[config.mk]
export PLATFORM = sky130hd
export DESIGN_NAME = trace_port_ctrl
export DESIGN_NICKNAME = d
export VERILOG_FILES = /design/src/rtl/tpc_pkg.sv /design/src/rtl/tpc_cfg.sv /design/src/rtl/tpc_clkgen.sv /design/src/rtl/tpc_beat.sv /design/src/rtl/trace_port_ctrl.sv
export SDC_FILE = /design/constraint.sdc
export NUM_CORES = 1
export LEC_CHECK = 0
export ABC_AREA = 1
export BUFFER_PORTS_ARGS = -buffer_cell sky130_fd_sc_hd__buf_4
export CORE_AREA = 2 2 99 77
export DETAILED_ROUTE_END_ITERATION = 8
export DIE_AREA = 0 0 101 79
export HOLD_SLACK_MARGIN = 0.02
export PLACE_DENSITY = 0.5
export SLEW_MARGIN = 10
export SYNTH_ARGS = -nofsm -noshare
export SYNTH_HDL_FRONTEND = slang
export SYNTH_SLANG_ARGS = --single-unit
[constraint.sdc]
create_clock -name clk -period 2.2 [get_ports clk]
set_input_delay 0.22 -clock clk [delete_from_list [all_inputs] [get_ports clk]]
set_output_delay 0.22 -clock clk [all_outputs]
set_load 0.005 [all_outputs]
[src/rtl/tpc_pkg.sv]
package tpc_pkg;

    // Tool-visible configuration layout, least significant field last.
    typedef struct packed {
        logic [1:0] spare;
        logic [2:0] ratio;
        logic       gate;
        logic       wide;
        logic       en;
    } tpc_cfg_t;

    localparam int CFG_W  = $bits(tpc_cfg_t);
    localparam int HALF_W = 4;

    typedef enum logic [1:0] {
        MK_BODY = 2'b00,
        MK_END  = 2'b01,
        MK_IDLE = 2'b11
    } tpc_mark_e;

    // Ratio codes are thermometer coded; everything else is refused.
    function automatic logic ratio_ok(input logic [2:0] code);
        return (code == 3'b000) || (code == 3'b001) ||
               (code == 3'b011) || (code == 3'b111);
    endfunction

    // Number of clk cycles in each trace clock phase.
    function automatic logic [HALF_W-1:0] ratio_half(input logic [2:0] code);
        return 4'd1 + {3'd0, code[0]} + {2'd0, code[1], 1'b0} + {1'b0, code[2], 2'b00};
    endfunction

endpackage

[src/rtl/tpc_cfg.sv]
module tpc_cfg
    import tpc_pkg::*;
(
    input  logic             clk,
    input  logic             rst_n,
    input  logic             lock_i,
    input  logic             wr_i,
    input  logic [CFG_W-1:0] wdata_i,
    output tpc_cfg_t         cfg_o,
    output logic             status_o,
    output logic             en_rise_o
);

    typedef struct packed {
        tpc_cfg_t cfg;
        logic     status;
    } cfg_state_t;

    cfg_state_t s_d, s_q;
    tpc_cfg_t   w;

    always_comb begin
        w         = tpc_cfg_t'(wdata_i);
        s_d       = s_q;
        en_rise_o = 1'b0;
        if (s_q.status) begin
            // Status phase: writes are refused until the clock is stable.
            if (lock_i) begin
                s_d.status = 1'b0;
            end
        end else if (wr_i) begin
            s_d.cfg.en    = w.en;
            s_d.cfg.wide  = w.wide;
            s_d.cfg.gate  = w.gate;
            s_d.cfg.spare = w.spare;
            // Ratio is frozen while the port runs; unknown codes are dropped.
            if (!s_q.cfg.en && ratio_ok(w.ratio)) begin
                s_d.cfg.ratio = w.ratio;
            end
            en_rise_o = w.en && !s_q.cfg.en;
        end
    end

    always_ff @(posedge clk or negedge rst_n) begin
        if (!rst_n) begin
            s_q.cfg    <= '0;
            s_q.status <= 1'b1;
        end else begin
            s_q <= s_d;
        end
    end

    assign cfg_o    = s_q.cfg;
    assign status_o = s_q.status;

endmodule

[src/rtl/tpc_clkgen.sv]
module tpc_clkgen
    import tpc_pkg::*;
(
    input  logic       clk,
    input  logic       rst_n,
    input  logic       en_i,
    input  logic       gate_i,
    input  logic [2:0] ratio_i,
    input  logic       need_i,
    output logic       mcko_o,
    output logic       fall_o,
    output logic       warm_o
);

    localparam int CNT_W = HALF_W;

    typedef struct packed {
        logic             run;
        logic             warm;
        logic             mck;
        logic [CNT_W-1:0] cnt;
    } clk_state_t;

    clk_state_t       s_d, s_q;
    logic [CNT_W-1:0] half;
    logic [CNT_W-1:0] wrap_at;

    always_comb begin
        half    = ratio_half(ratio_i);
        wrap_at = {half[CNT_W-2:0], 1'b0} - 1'b1;
        s_d     = s_q;
        if (!en_i) begin
            s_d.run  = 1'b0;
            s_d.warm = 1'b0;
            s_d.cnt  = '0;
        end else if (!s_q.run) begin
            if (need_i) begin
                s_d.run  = 1'b1;
                s_d.warm = 1'b0;
                s_d.cnt  = '0;
            end
        end else if (s_q.cnt == wrap_at) begin
            s_d.cnt = '0;
            // Stop only at the end of a low phase, and only when nothing waits.
            if (gate_i && !need_i) begin
                s_d.run  = 1'b0;
                s_d.warm = 1'b0;
            end else begin
                s_d.warm = 1'b1;
            end
        end else begin
            s_d.cnt = s_q.cnt + 1'b1;
        end
        s_d.mck = s_d.run && (s_d.cnt < half);
    end

    always_ff @(posedge clk or negedge rst_n) begin
        if (!rst_n) begin
            s_q <= '0;
        end else begin
            s_q <= s_d;
        end
    end

    assign mcko_o = s_q.mck;
    assign fall_o = s_q.run && (s_q.cnt == half - 1'b1);
    assign warm_o = s_q.warm;

endmodule

[src/rtl/tpc_beat.sv]
module tpc_beat
    import tpc_pkg::*;
#(
    parameter int                 DATA_W   = 16,
    parameter int                 NARROW_W = 12,
    parameter logic [DATA_W-1:0]  ID_WORD  = 16'hC35A
) (
    input  logic              clk,
    input  logic              rst_n,
    input  logic              en_i,
    input  logic              wide_i,
    input  logic              en_rise_i,
    input  logic              fall_i,
    input  logic              warm_i,
    input  logic              valid_i,
    input  logic [DATA_W-1:0] data_i,
    input  logic              last_i,
    output logic              ready_o,
    output logic [DATA_W-1:0] mdo_o,
    output logic [1:0]        mark_o,
    output logic              pending_o,
    output logic              busy_o
);

    localparam int                UPPER_W     = DATA_W - NARROW_W;
    localparam logic [DATA_W-1:0] NARROW_MASK = {{UPPER_W{1'b0}}, {NARROW_W{1'b1}}};

    typedef struct packed {
        logic [DATA_W-1:0] mdo;
        tpc_mark_e         mark;
        logic              id_pend;
    } beat_state_t;

    beat_state_t s_d, s_q;
    logic        take;

    always_comb begin
        s_d  = s_q;
        take = en_i && fall_i && warm_i && !s_q.id_pend;
        if (!en_i) begin
            s_d.mdo     = '0;
            s_d.mark    = MK_IDLE;
            s_d.id_pend = en_rise_i;
        end else if (fall_i) begin
            if (warm_i && s_q.id_pend) begin
                s_d.mdo     = ID_WORD;
                s_d.mark    = MK_END;
                s_d.id_pend = 1'b0;
            end else if (take && valid_i) begin
                s_d.mdo  = data_i;
                s_d.mark = last_i ? MK_END : MK_BODY;
            end else begin
                s_d.mdo  = '0;
                s_d.mark = MK_IDLE;
            end
        end
        if (!wide_i) begin
            s_d.mdo = s_d.mdo & NARROW_MASK;
        end
    end

    always_ff @(posedge clk or negedge rst_n) begin
        if (!rst_n) begin
            s_q.mdo     <= '0;
            s_q.mark    <= MK_IDLE;
            s_q.id_pend <= 1'b0;
        end else begin
            s_q <= s_d;
        end
    end

    assign ready_o   = take;
    assign mdo_o     = s_q.mdo;
    assign mark_o    = s_q.mark;
    assign pending_o = s_q.id_pend || valid_i;
    assign busy_o    = (s_q.mark != MK_IDLE);

endmodule

[src/rtl/trace_port_ctrl.sv]
module trace_port_ctrl
    import tpc_pkg::*;
#(
    parameter int                DATA_W   = 16,
    parameter int                NARROW_W = 12,
    parameter logic [DATA_W-1:0] ID_WORD  = 16'hC35A
) (
    input  logic              clk,
    input  logic              rst_n,
    input  logic              lock_i,
    input  logic              cfg_wr_i,
    input  logic [CFG_W-1:0]  cfg_wdata_i,
    output logic [CFG_W-1:0]  cfg_rdata_o,
    input  logic              msg_valid_i,
    input  logic [DATA_W-1:0] msg_data_i,
    input  logic              msg_last_i,
    output logic              msg_ready_o,
    output logic              mcko_o,
    output logic [DATA_W-1:0] mdo_o,
    output logic [1:0]        mseo_o,
    output logic              upper_trace_o
);

    tpc_cfg_t          cfg_w;
    logic              status_w;
    logic              en_rise_w;
    logic              en_w;
    logic              wide_w;
    logic              fall_w;
    logic              warm_w;
    logic              pending_w;
    logic              busy_w;
    logic              need_w;
    logic [DATA_W-1:0] beat_w;

    tpc_cfg u_cfg (
        .clk       (clk),
        .rst_n     (rst_n),
        .lock_i    (lock_i),
        .wr_i      (cfg_wr_i),
        .wdata_i   (cfg_wdata_i),
        .cfg_o     (cfg_w),
        .status_o  (status_w),
        .en_rise_o (en_rise_w)
    );

    assign en_w   = cfg_w.en;
    assign wide_w = cfg_w.wide;
    assign need_w = !cfg_w.gate || pending_w || busy_w;

    tpc_clkgen u_clk (
        .clk     (clk),
        .rst_n   (rst_n),
        .en_i    (en_w),
        .gate_i  (cfg_w.gate),
        .ratio_i (cfg_w.ratio),
        .need_i  (need_w),
        .mcko_o  (mcko_o),
        .fall_o  (fall_w),
        .warm_o  (warm_w)
    );

    tpc_beat #(
        .DATA_W   (DATA_W),
        .NARROW_W (NARROW_W),
        .ID_WORD  (ID_WORD)
    ) u_beat (
        .clk       (clk),
        .rst_n     (rst_n),
        .en_i      (en_w),
        .wide_i    (wide_w),
        .en_rise_i (en_rise_w),
        .fall_i    (fall_w),
        .warm_i    (warm_w),
        .valid_i   (msg_valid_i),
        .data_i    (msg_data_i),
        .last_i    (msg_last_i),
        .ready_o   (msg_ready_o),
        .mdo_o     (beat_w),
        .mark_o    (mseo_o),
        .pending_o (pending_w),
        .busy_o    (busy_w)
    );

    // Status indication overrides the lowest data pin until lock.
    assign mdo_o         = {beat_w[DATA_W-1:1], beat_w[0] | status_w};
    assign cfg_rdata_o   = cfg_w;
    assign upper_trace_o = en_w && wide_w;

endmodule

# Word level (Yosys, flattened, before mapping)
# Cells that the tools add are included.
[totals] ff_bits=35 latch_bits=0 ram_bits=0 rom_bits=0 input_bits=30 output_inout_bits=29 elab_cells=80 mem_count=0
[classes] n_addsub=6 mul=0 div=0 n_lt_le_gt_ge=1 eq_ne=11 n_shift=0 muxes=20 bitwise=2 reduce_logical=26
[op_table] cell="2-to-1 mux 19 bit" count=2
[op_table] cell="2-to-1 mux 18 bit" count=2
[op_table] cell="2-to-1 mux 16 bit" count=1
[op_table] cell="2-to-1 mux 4 bit" count=4
[op_table] cell="logical AND 1 bit" count=11
[op_table] cell="== test 4 bit" count=2
[op_table] cell="2-to-1 mux 2 bit" count=4
[op_table] cell="subtractor 4 x 1 -> 4 bit (second input constant)" count=2
[op_table] cell="2-to-1 mux 1 bit" count=7
[op_table] cell="logical OR 1 bit" count=6
[op_table] cell="AND reduction 2 bit" count=3
[op_table] cell="adder 4 x 1 -> 4 bit (second input constant)" count=1
[op_table] cell="adder 4 x 2 -> 4 bit" count=1
[op_table] cell="adder 4 x 3 -> 4 bit" count=1
[op_table] cell="logical NOT 1 bit" count=4
[op_table] cell="less-than comparator 4 bit" count=1
[op_table] cell="inequality test 2 x 1 -> 1 bit (second input constant)" count=2
[op_table] cell="== test 3 x 1 -> 1 bit (second input constant)" count=1
[op_table] cell="== test 3 x 2 -> 1 bit (second input constant)" count=1
[op_table] cell="== test 3 bit (second input constant)" count=1
[op_table] cell="logical NOT 3 bit" count=1
[op_table] cell="inequality test 3 x 1 -> 1 bit (second input constant)" count=1
[op_table] cell="inequality test 3 x 2 -> 1 bit (second input constant)" count=1
[op_table] cell="inequality test 3 bit (second input constant)" count=1
[op_table] cell="other kinds (5)" count=5

# Longest topological paths before layout
# Gate-level depths: netlist of the first run.
[logic_depth] ltp_word=15 depth_mapped=16 ltp_nobuf=16

# Modules after synthesis
# From an unflattened synthesis of the first run, not the netlist that was laid out.
[unflattened] cells_unflattened=260 area_unflattened_um2=2047.0
[by_module_without_submodules] mod="tpc_beat" instances=1 cells_each=122 area_per_inst_um2=1003.5 seq_area_each_um2=478.0
[by_module_without_submodules] mod="tpc_clkgen" instances=1 cells_each=91 area_per_inst_um2=620.6 seq_area_each_um2=175.2
[by_module_without_submodules] mod="tpc_cfg" instances=1 cells_each=41 area_per_inst_um2=396.6 seq_area_each_um2=226.5
[by_module_without_submodules] mod="trace_port_ctrl" instances=1 cells_each=6 area_per_inst_um2=26.3 seq_area_each_um2=0.0

# Worst setup path after synthesis of the first run
# No wires, ideal clock.
[synth_timing] path_kind="register to register" from="register u_cfg.s_q (netlist bit u_cfg.cfg_o[3])" to="register u_clk.s_q (netlist bit u_clk.mcko_o)" setup_time_ps=71 arrival_ps=2172 t_required_ps=2129 slack_ps=-43 path_stages_with_launch=17 path_buffers=0 synth_period_minus_slack_ps=2243 cell_sequence="dfrtp_1 ha_1 ha_1 inv_1 nand2_1 nand2_1 nand2_1 nand2_1 nand3_1 nand2_1 inv_1 nand2_1 a21oi_1 ha_1 a21oi_1 nand2_1 nor2_1"
[synth_lines] item="start: declaration" line_no="tpc_cfg.sv:19" text="cfg_state_t s_d, s_q;"
[synth_lines] item="end signal: assignment" line_no="tpc_clkgen.sv:59" text="s_q <= '0;"
[synth_lines] item="end signal: assignment" line_no="tpc_clkgen.sv:61" text="s_q <= s_d;"
[synth_lines] item="end: declaration" line_no="tpc_clkgen.sv:24" text="clk_state_t s_d, s_q;"

==> metrics.txt, run 1 <==
number of synthesized register bits=35; Worst Path Buf+Inv=2; Net Sw Power=0.0006303 W; crit-path cells=ha_4 -> ha_4 -> inv_2 -> nand2_2 -> nand2_2 -> nand2_1 -> nand2_1 -> nand3_2 -> nand2_2 -> inv_4 -> nand2_2 -> a21oi_2 -> ha_1 -> a21oi_2 -> nand2_1 -> nor2_1; top cell type's share of synthesized area=38.69%; layout cells sized above 1=37.35%; Sw Ratio=33.59%; Peak Freq=464.2 MHz; CP delay by family, top=adder cells; total grt overflow=0; final instance area=2805 um2; port bufs=58; hold_sp=lock_i; Max-slew headroom=64.99%; internal power=0.001246 W; CP max stage delay=0.43 ns; WL/cell=11.75 um; CTS buffer count=5; root buf cell=clkbuf_8; Synth area leaders=dfrtp_1 (39%), nand2_1 (19%), buf_4 (7.3%); CP arrival=2.37 ns; CP most frequent cell=nand2_2; WL met2=2104 um; Residual DRC=0; largest area contributor in the netlist=dfrtp_1; Core Region=7094 um2; Mapped Cells=269; DR iter-0 viols=45; RSZ-0062 raised after global routing=true; Top FF cell, synth=dfrtp_1; die extent in x=101 um; Syn. warnings=0; R2R Path Start=u_cfg.cfg_o[3]$_DFFE_PN0P_; pins over their slew limit=0; Layout area overhead=35.55%; part of the power in registers=38.7%; area of the die=7979 um2; nets@finish=369; placed inst area=2510 um2; number of top-level pins=59; clk_skew=0.008137 ns; vias in the first global route=1720; Max clock buf depth=2; largest net degree at the start of global routing=36; Tmin final=2.154 ns; vias per inst=4.274; CTS HTree Levels=2; Reg clk slew, reported paths=0.07 ns; via count=1791; Slowest cell on crit path=dfrtp_2; reg2reg end=u_clk.mcko_o$_DFF_PN0_; # diodes=0; CP Capture Type=register; fill count=749; Leakage=1.574 nW; Mapped Area=2069 um2; TritonCTS clock tree=yes; number of synthesized flops with an enable pin=0; r2r setup slk=0.05 ns; peak supply drop=326.4 uV; Final Hold Slack=0.05018 ns; uppermost layer routed=met4; WL final=4924 um; clock latency on the worst-skew pair=0.28 ns; Pwr Density=669.0 nW/um2; synth unique cells=28; register area share after synthesis=42.50%; Initial Util=29.17%; Final Hold Fails=0; Setup Viol. Count Final=0; hold crit path type=in -> reg; Overall Global Routing Usage=13.16%; initial antenna violation count=0; post-synthesis net count=306; Req. time, crit path=2.42 ns; M1 WL=2545 um; Worst Tran Pin Value=0.5241 ns; Min-Delay Endpoint=u_cfg.status_o$_DFF_PN1_; global-route wire length before repair=8190 um; status=finished clean; Avg Cell Area, Syn=7.693 um2; CTS Sinks=35; maxcap violations=0; worst r2r path cells=16; Clock power frac=25.4%; Setup CP Type=reg -> reg; total iterations of the first detailed-routing run=4; Tcrit/Tclk final=97.91%; hold path depth=2; Comb pwr share=35.8%; Final ANT Viol Nets=0; Site Rows=27; ys async rst share=100.0%; die height=79 um; critical path launch point type=register; RePlAce Congestion=0.7712; WL met3=250 um; CP max FO=4; dpl hpwl=3629 um
[final cells by class]
type                    instances  area, um2  area share (%)
flip-flops and latches         35      880.8           31.40
clock buffers                   6      82.58           2.944
multi-input cells             176      974.7           34.75
repair buffers                 77      608.1           21.68
clock inverters                 1      5.005          0.1784
well taps                      87      108.9           3.880
inverters                      37      145.1           5.174
[per-layer routing]
layer	up-vias	GRT usage, %
met5	-	0
met4	0	2.838
met3	2	3.697
met2	42	19.40
met1	809	19.14
li1	938	-
[how the worst max path moves through the flow]
stage | startpoint | to | slack (ns) | cells after the start
after floorplan | u_cfg.cfg_o[3]$_DFFE_PN0P_ | u_clk.mcko_o$_DFF_PN0_ | 0.01 | 16
after global placement | u_cfg.cfg_o[3]$_DFFE_PN0P_ | u_clk.mcko_o$_DFF_PN0_ | -0.02 | 16
after detailed placement | u_cfg.cfg_o[3]$_DFFE_PN0P_ | u_clk.mcko_o$_DFF_PN0_ | -0.11 | 16
after CTS | u_cfg.cfg_o[4]$_DFFE_PN0P_ | u_clk.mcko_o$_DFF_PN0_ | 0.003 | 15
after global routing | u_cfg.cfg_o[3]$_DFFE_PN0P_ | u_clk.mcko_o$_DFF_PN0_ | -0.09 | 16
final | u_cfg.cfg_o[3]$_DFFE_PN0P_ | u_clk.mcko_o$_DFF_PN0_ | 0.05 | 16
[per-stage QoR]
step | setup TNS [ns] | total power, W | setup slack [ns] | util [%] | instances
floorplan | 0 | 0.001050 | 0.009756 | - | 269
global placement | -0.01726 | 0.001259 | -0.01726 | 35.38 | 400
detailed placement | -0.1080 | 0.001263 | -0.1080 | 35.38 | 400
CTS | 0 | 0.001856 | 0.003111 | 38.57 | 416
global route | -0.09210 | 0.002011 | -0.08643 | 39.54 | 419
finish | 0 | 0.001877 | 0.04597 | 39.54 | 419
[kinds of logic (layout without fill, tap and decap cells)]
logic type	Yosys count	after routing	share of synthesized area, %
AOI/OAI and AO/OA	21	21	5.683
adders and majority gates	7	7	4.232
buffers and inverters	58	121	14.57
DFF	35	35	42.50
and+or+nand+nor	144	144	31.32
xor gates and xnor gates	4	4	1.693
[what timing repair did]
item | CTS | global route
pin swaps | 11 | 12
setup buffers | 8 | 3
hold buffers | 1 | 0
gates resized for setup | 14 | 15
endpoints found under the setup margin | 2 | 9
hold endpoints to repair | 32 | 0
[placed cells by master, fill, tap and decap left out, types with 4 or more instances in the layout]
master,count
a21oi_2,5
clkbuf_8,6
dfrtp_1,31
a21oi_1,5
nand2_2,10
nand3_1,18
ha_1,4
buf_6,4
o21ai_0,7
buf_4,71
nand2_1,95
inv_2,6
nor2_1,9
inv_1,28
[power by group through the flow]
stage / Sequential, W / Clock (W) / Combinational (W)
after floorplan: 0.000734 / 0 / 0.000317
after global placement: 0.000734 / 0 / 0.000525
after detailed placement: 0.000733 / 0 / 0.000530
after CTS: 0.000727 / 0.000500 / 0.000629
after global routing: 0.000733 / 0.000529 / 0.000749
final: 0.000727 / 0.000477 / 0.000672
[state kept, by name (all words and copies together) (netlist names)]
signal and count:
u_cfg.cfg_o 8, u_beat.mark_o 2, u_clk.warm_o 1, u_clk.s_q 5
u_clk.mcko_o 1, u_cfg.status_o 1, u_beat.s_q 1, u_beat.mdo_o 16
[cell usage after synthesis, types with 2 or more instances]
| cell | instances |
|---|---|
| inv_1 | 31 |
| nor2_1 | 9 |
| nand3_1 | 20 |
| dfstp_2 | 3 |
| ha_1 | 7 |
| nand2_2 | 2 |
| xor2_1 | 3 |
| dfrtp_1 | 32 |
| buf_4 | 20 |
| nor2_8 | 2 |
| nand2_1 | 103 |
| o21ai_0 | 9 |
| a21oi_1 | 10 |
| inv_2 | 4 |
Note: power is estimated with default switching activity, not from simulation.
==> run 2: changes to the inputs <==
--- a/config.mk
+++ b/config.mk
@@ -10,6 +10,7 @@
 export CORE_AREA = 2 2 99 77
 export DETAILED_ROUTE_END_ITERATION = 8
 export DIE_AREA = 0 0 101 79
+export GPL_TIMING_DRIVEN = 0
 export HOLD_SLACK_MARGIN = 0.02
 export PLACE_DENSITY = 0.5
 export SLEW_MARGIN = 10
==> run 2 against run 1 <==
Via count rose by 5.2%. Clock skew fell by 0.0021 ns. Sequential share of layout area fell by 2.8 points. Non-clock buffer count rose by 22. Utilization rose by 3.8 points. Wire length rose by 5.7%. Worst setup slack got worse by 0.021 ns. Power rose by 12%. Die area did not move. First-iteration DRC count rose by 71%. Final cell count rose by 5.5%. Register-to-register slack got worse by 0.02 ns. Largest cell class unchanged. Largest power group is now combinational cells. Highest routed layer unchanged.
==> metrics.txt, run 2 (synthesis results as in run 1) <==
status=finished clean; most frequent cells in the layout=buf_4 (92), nand2_1 (88), dfrtp_1 (31); Tmin final=2.175 ns; critical path launch point type=register; Worst Tran Pin Value=0.5839 ns; WL met3=318 um; CP arrival=2.36 ns; Setup CP Type=reg -> reg; Peak Freq=459.7 MHz; global-route wire length before repair=8273 um; Req. time, crit path=2.38 ns; port bufs=58; Overall Global Routing Usage=13.23%; RePlAce Congestion=0.8013; peak supply drop=287.5 uV; Max clock buf depth=2; Site Rows=27; DR iter-0 viols=77; commonest non-fill, non-tap cell in the layout=buf_4; layout cells sized above 1=43.66%; total grt overflow=0; Core Region=7094 um2; uppermost layer routed=met4; fill count=749; die height=79 um; dpl hpwl=3676 um; clk_skew=0.006058 ns; max reg flops=16; CTS Sinks=35; maxcap violations=0; via count=1885; initial antenna violation count=0; Final ANT Viol Nets=0; RSZ-0062 raised after global routing=true; Initial Util=29.17%; Pwr Density=680.5 nW/um2; vias in the first global route=1763; WL/cell=11.78 um; CTS HTree Levels=2; # diodes=0; hold crit path type=in -> reg; Leakage=1.715 nW; TritonCTS clock tree=yes; largest net degree at the start of global routing=36; Tcrit/Tclk final=98.88%; Reg clk slew, reported paths=0.08 ns; WL met2=2204 um; nets@finish=391; CP Capture Type=register; Max-slew headroom=61.03%; Layout area overhead=48.73%; M1 WL=2666 um; pins over their slew limit=0; root buf cell=clkbuf_8; total iterations of the first detailed-routing run=4; Power Total=0.002095 W; WL final=5205 um; area of the die=7979 um2; Setup Viol. Count Final=0; Final Hold Fails=0; number of top-level pins=59; CTS buffer count=5; vias per inst=4.265; Residual DRC=0; Final Hold Slack=0.04760 ns; die extent in x=101 um; clock latency on the worst-skew pair=0.28 ns; CP max FO=4
[run 2: cell types whose count changed in the layout (fill, tap and decap cells not counted), sizes merged]
cell | previous run | this run
buf | 76 | 98
inv | 36 | 35
bufinv | 0 | 1
clkinv | 2 | 3
[run 2: metal layers]
layer  track usage (%)  vias up
li1                  -      986
met1             19.35      845
met2             19.20       52
met3             3.785        2
met4             3.243        0
met5                 0        -
[run 2: repair_timing]
| action | CTS | global route |
|---|---|---|
| gates cloned | 0 | 1 |
| gates resized for setup | 15 | 29 |
| setup buffers | 7 | 11 |
| hold endpoints to repair | 32 | 0 |
| pin swaps | 8 | 23 |
| setup endpoints to repair | 2 | 18 |
| hold buffers | 1 | 0 |
[run 2: area by class of cell]
| class | count | area [um2] | share of cell area (%) |
|---|---|---|---|
| buffer | 21 | 161.4 | 5.244 |
| clock buffer | 6 | 82.58 | 2.683 |
| clock inverter | 2 | 35.03 | 1.138 |
| inverter | 37 | 147.6 | 4.797 |
| multi-input combinational | 176 | 1046 | 33.98 |
| sequential | 35 | 880.8 | 28.62 |
| tap | 87 | 108.9 | 3.537 |
| timing repair buffer | 78 | 615.6 | 20.00 |
[run 2: stage by stage]
step           setup WS [ns]  TNS [ns]  area, um2  util [%]  cells
2_1_floorplan       0.009756         0       2074         -    269
3_3_place_gp         -0.2845   -0.2845       2619     36.91    414
3_5_place_dp         -0.2596   -0.2596       2619     36.91    414
4_1_cts             -0.03329  -0.03329       2869     40.44    430
5_1_grt              -0.1274   -0.4422       3078     43.39    442
6_report             0.02467         0       3078     43.39    442
[run 2: worst paths after layout]
kind / startpoint / endpoint / slack (ns) / depth (start not counted)
max: u_cfg.cfg_o[3]$_DFFE_PN0P_ / u_clk.mcko_o$_DFF_PN0_ / 0.02 / 15
min: lock_i / u_cfg.status_o$_DFF_PN1_ / 0.05 / 2
max reg2reg: u_cfg.cfg_o[3]$_DFFE_PN0P_ / u_clk.mcko_o$_DFF_PN0_ / 0.02 / 15
min reg2reg: u_cfg.status_o$_DFF_PN1_ / u_cfg.status_o$_DFF_PN1_ / 0.48 / 2
max in group asynchronous: rst_n / u_cfg.status_o$_DFF_PN1_ / 1.40 / 2
min in group asynchronous: rst_n / u_clk.warm_o$_DFFE_PN0P_ / 0.44 / 2
[run 2: worst max-delay path, cell delays in order (launching register included)]
cell and delay [ns]:
dfrtp_2 0.45, buf_6 0.13, ha_4 0.28, inv_4 0.05
nand2_4 0.05, nand2_2 0.05, xor2_1 0.17, nand3_2 0.11
nand2_2 0.07, inv_2 0.05, nand2_2 0.07, a21oi_4 0.07
ha_4 0.29, nand2_1 0.05, a21oi_2 0.13, nor2_1 0.04
[run 2: where the power goes]
group,leakage (nW),switching (W),internal [W]
sequential,0.456,0.0000497,0.000682
clock,0.0612,0.000237,0.000367
combinational,1.20,0.000389,0.000370
==> run 3: changes to the inputs <==
==> constraint.sdc (replaced) <==
create_clock -name clk -period 2.2 [get_ports clk]
set_input_delay 0 -clock clk [delete_from_list [all_inputs] [get_ports clk]]
set_output_delay 0 -clock clk [all_outputs]
set_load 0.005 [all_outputs]
==> run 3 against run 2 <==
Combinational power grew 2%. Power increased by 0.56%. Utilization up 3.5 points. Sequential cell count did not move. Non-clock buffer count is 18 higher. Clock power about the same. Wire length up 3.6%. Register-to-register slack worse by 0.02 ns. Worst setup slack lost 0.016 ns. Count of clock-buffer cells in the layout stayed put. Sequential power barely moved. Design area rose by 8.1%.
==> metrics.txt, run 3 (synthesis results as in run 1) <==
Leakage=1.799 nW; WL final=5390 um; final instance area=3327 um2; largest net degree at the start of global routing=36; total iterations of the first detailed-routing run=4; root buf cell=clkbuf_8; Site Rows=27; initial antenna violation count=0; via count=1955; port bufs=58; placed inst area=2619 um2; RSZ-0062 raised after global routing=true; Final TNS setup=0 ns; die height=79 um; number of top-level pins=59; total grt overflow=0; Tcrit/Tclk final=99.61%; Overall Global Routing Usage=13.63%; global-route wire length before repair=8542 um; Layout area overhead=60.76%; hold crit path type=in -> reg; pins over their slew limit=0; WL/cell=11.69 um; Peak Freq=456.3 MHz; peak supply drop=293.5 uV; Worst Tran Pin Value=0.5850 ns; Setup CP Type=reg -> reg; nets@finish=410; RePlAce Congestion=0.8013; Pwr Density=633.1 nW/um2; maxcap violations=0; Residual DRC=0; Setup Viol. Count Final=0; critical path launch point type=register; TritonCTS clock tree=yes; commonest non-fill, non-tap cell in the layout=buf_4; CP Capture Type=register; Max-slew headroom=60.96%; layout cells sized above 1=44.92%; Req. time, crit path=2.41 ns; CP max FO=5; Final ANT Viol Nets=0; CTS HTree Levels=2; Tmin final=2.192 ns; die extent in x=101 um; CTS buffer count=5; CP arrival=2.40 ns; Max clock buf depth=2; most frequent cells in the layout=buf_4 (92), nand2_1 (84), dfrtp_1 (31); Initial Util=29.17%; vias in the first global route=1841; clk_skew=0.004238 ns; CTS Sinks=35; clock latency on the worst-skew pair=0.28 ns; Core Region=7094 um2; status=finished clean; Final Hold Fails=0; dpl hpwl=3676 um; # diodes=0; area of the die=7979 um2; max reg flops=16; DR iter-0 viols=69; vias per inst=4.241; Reg clk slew, reported paths=0.07 ns
-- run 3: cell types whose count changed in the layout (fill, tap and decap cells not counted) --
cell and delta:
o21ai_0 +1, inv_1 -1, nand3_2 +7, nand2_2 +4, o21ai_1 -1, inv_6 +1, dlygate4sd3_1 +18, nand3_1 -7
nand2_8 +1, nand2_1 -4, inv_2 +1, clkinv_2 -1
-- run 3: per-stage QoR --
stage | hold slack (ns) | worst slack (ns) | total power, W | cells | util (%)
after floorplan | -0.2956 | 0.009756 | 0.001050 | 269 | -
after global placement | 0.001321 | -0.2845 | 0.001220 | 414 | 36.91
after detailed placement | -0.0007313 | -0.2596 | 0.001223 | 414 | 36.91
after CTS | 0.02134 | -0.04098 | 0.001997 | 451 | 43.33
after global routing | 0.04642 | -0.1274 | 0.002256 | 461 | 46.90
final | 0.03592 | 0.008478 | 0.002106 | 461 | 46.90
-- run 3: path summary, 6_finish.rpt --
path                                             start                           end  slack, ns  cells past startpoint
max in group asynchronous                        rst_n      u_cfg.status_o$_DFF_PN1_       1.61                      2
max reg2reg                 u_cfg.cfg_o[3]$_DFFE_PN0P_  u_beat.mark_o[0]$_DFFE_PN1P_      0.008                     16
min in group asynchronous                        rst_n      u_clk.warm_o$_DFFE_PN0P_       0.22                      2
min                                      msg_data_i[1]   u_beat.mdo_o[1]$_DFFE_PN0P_       0.04                      5
min reg2reg                u_beat.mdo_o[2]$_DFFE_PN0P_   u_beat.mdo_o[2]$_DFFE_PN0P_       0.48                      2
max                         u_cfg.cfg_o[3]$_DFFE_PN0P_  u_beat.mark_o[0]$_DFFE_PN1P_      0.008                     16
-- run 3: power breakdown --
| part | switching (W) | internal, W | total (W) |
|---|---|---|---|
| Sequential | 0.0000501 | 0.000682 | 0.000732 |
| Combinational | 0.000392 | 0.000382 | 0.000773 |
| Clock | 0.000234 | 0.000367 | 0.000601 |
-- run 3: final cells by class --
class,instances,area [um2]
fillers,733,3767
plain buffers,21,161.4
inverters,37,151.4
multi-input cells,177,1111
repair buffers,96,795.8
clock buffers,6,82.58
well taps,87,108.9
clock inverters,2,35.03
flip-flops and latches,35,880.8
-- run 3: repair_timing --
item | in CTS | in global routing
hold buffers | 19 | 0
endpoints found under the setup margin | 1 | 20
gates cloned | 0 | 2
resized for setup | 16 | 42
pin swaps | 8 | 20
buffers inserted | 10 | 8
hold endpoints to repair | 51 | 0
-- run 3: worst max-delay path: stages, from the launching register on --
cell and delay, ns:
dfrtp_2 0.45, buf_6 0.13, ha_4 0.25, inv_4 0.07
nand2_4 0.05, buf_4 0.12, buf_4 0.12, buf_4 0.12
nand3b_1 0.06, nand2_1 0.07, nand2_2 0.11, nor2_8 0.07
nor2_4 0.22, buf_12 0.14, nand2_1 0.04, o21ai_0 0.07
inv_1 0.05
-- run 3: metal layers --
| layer | global-route usage [%] | routed length (um) | vias to the layer above |
|---|---|---|---|
| met4 | 3.243 | 16 | 0 |
| met1 | 19.35 | 2697 | 888 |
| met3 | 3.345 | 223 | 2 |
| met5 | 0 | 0 | - |
| li1 | - | - | 1023 |
| met2 | 20.93 | 2452 | 42 |
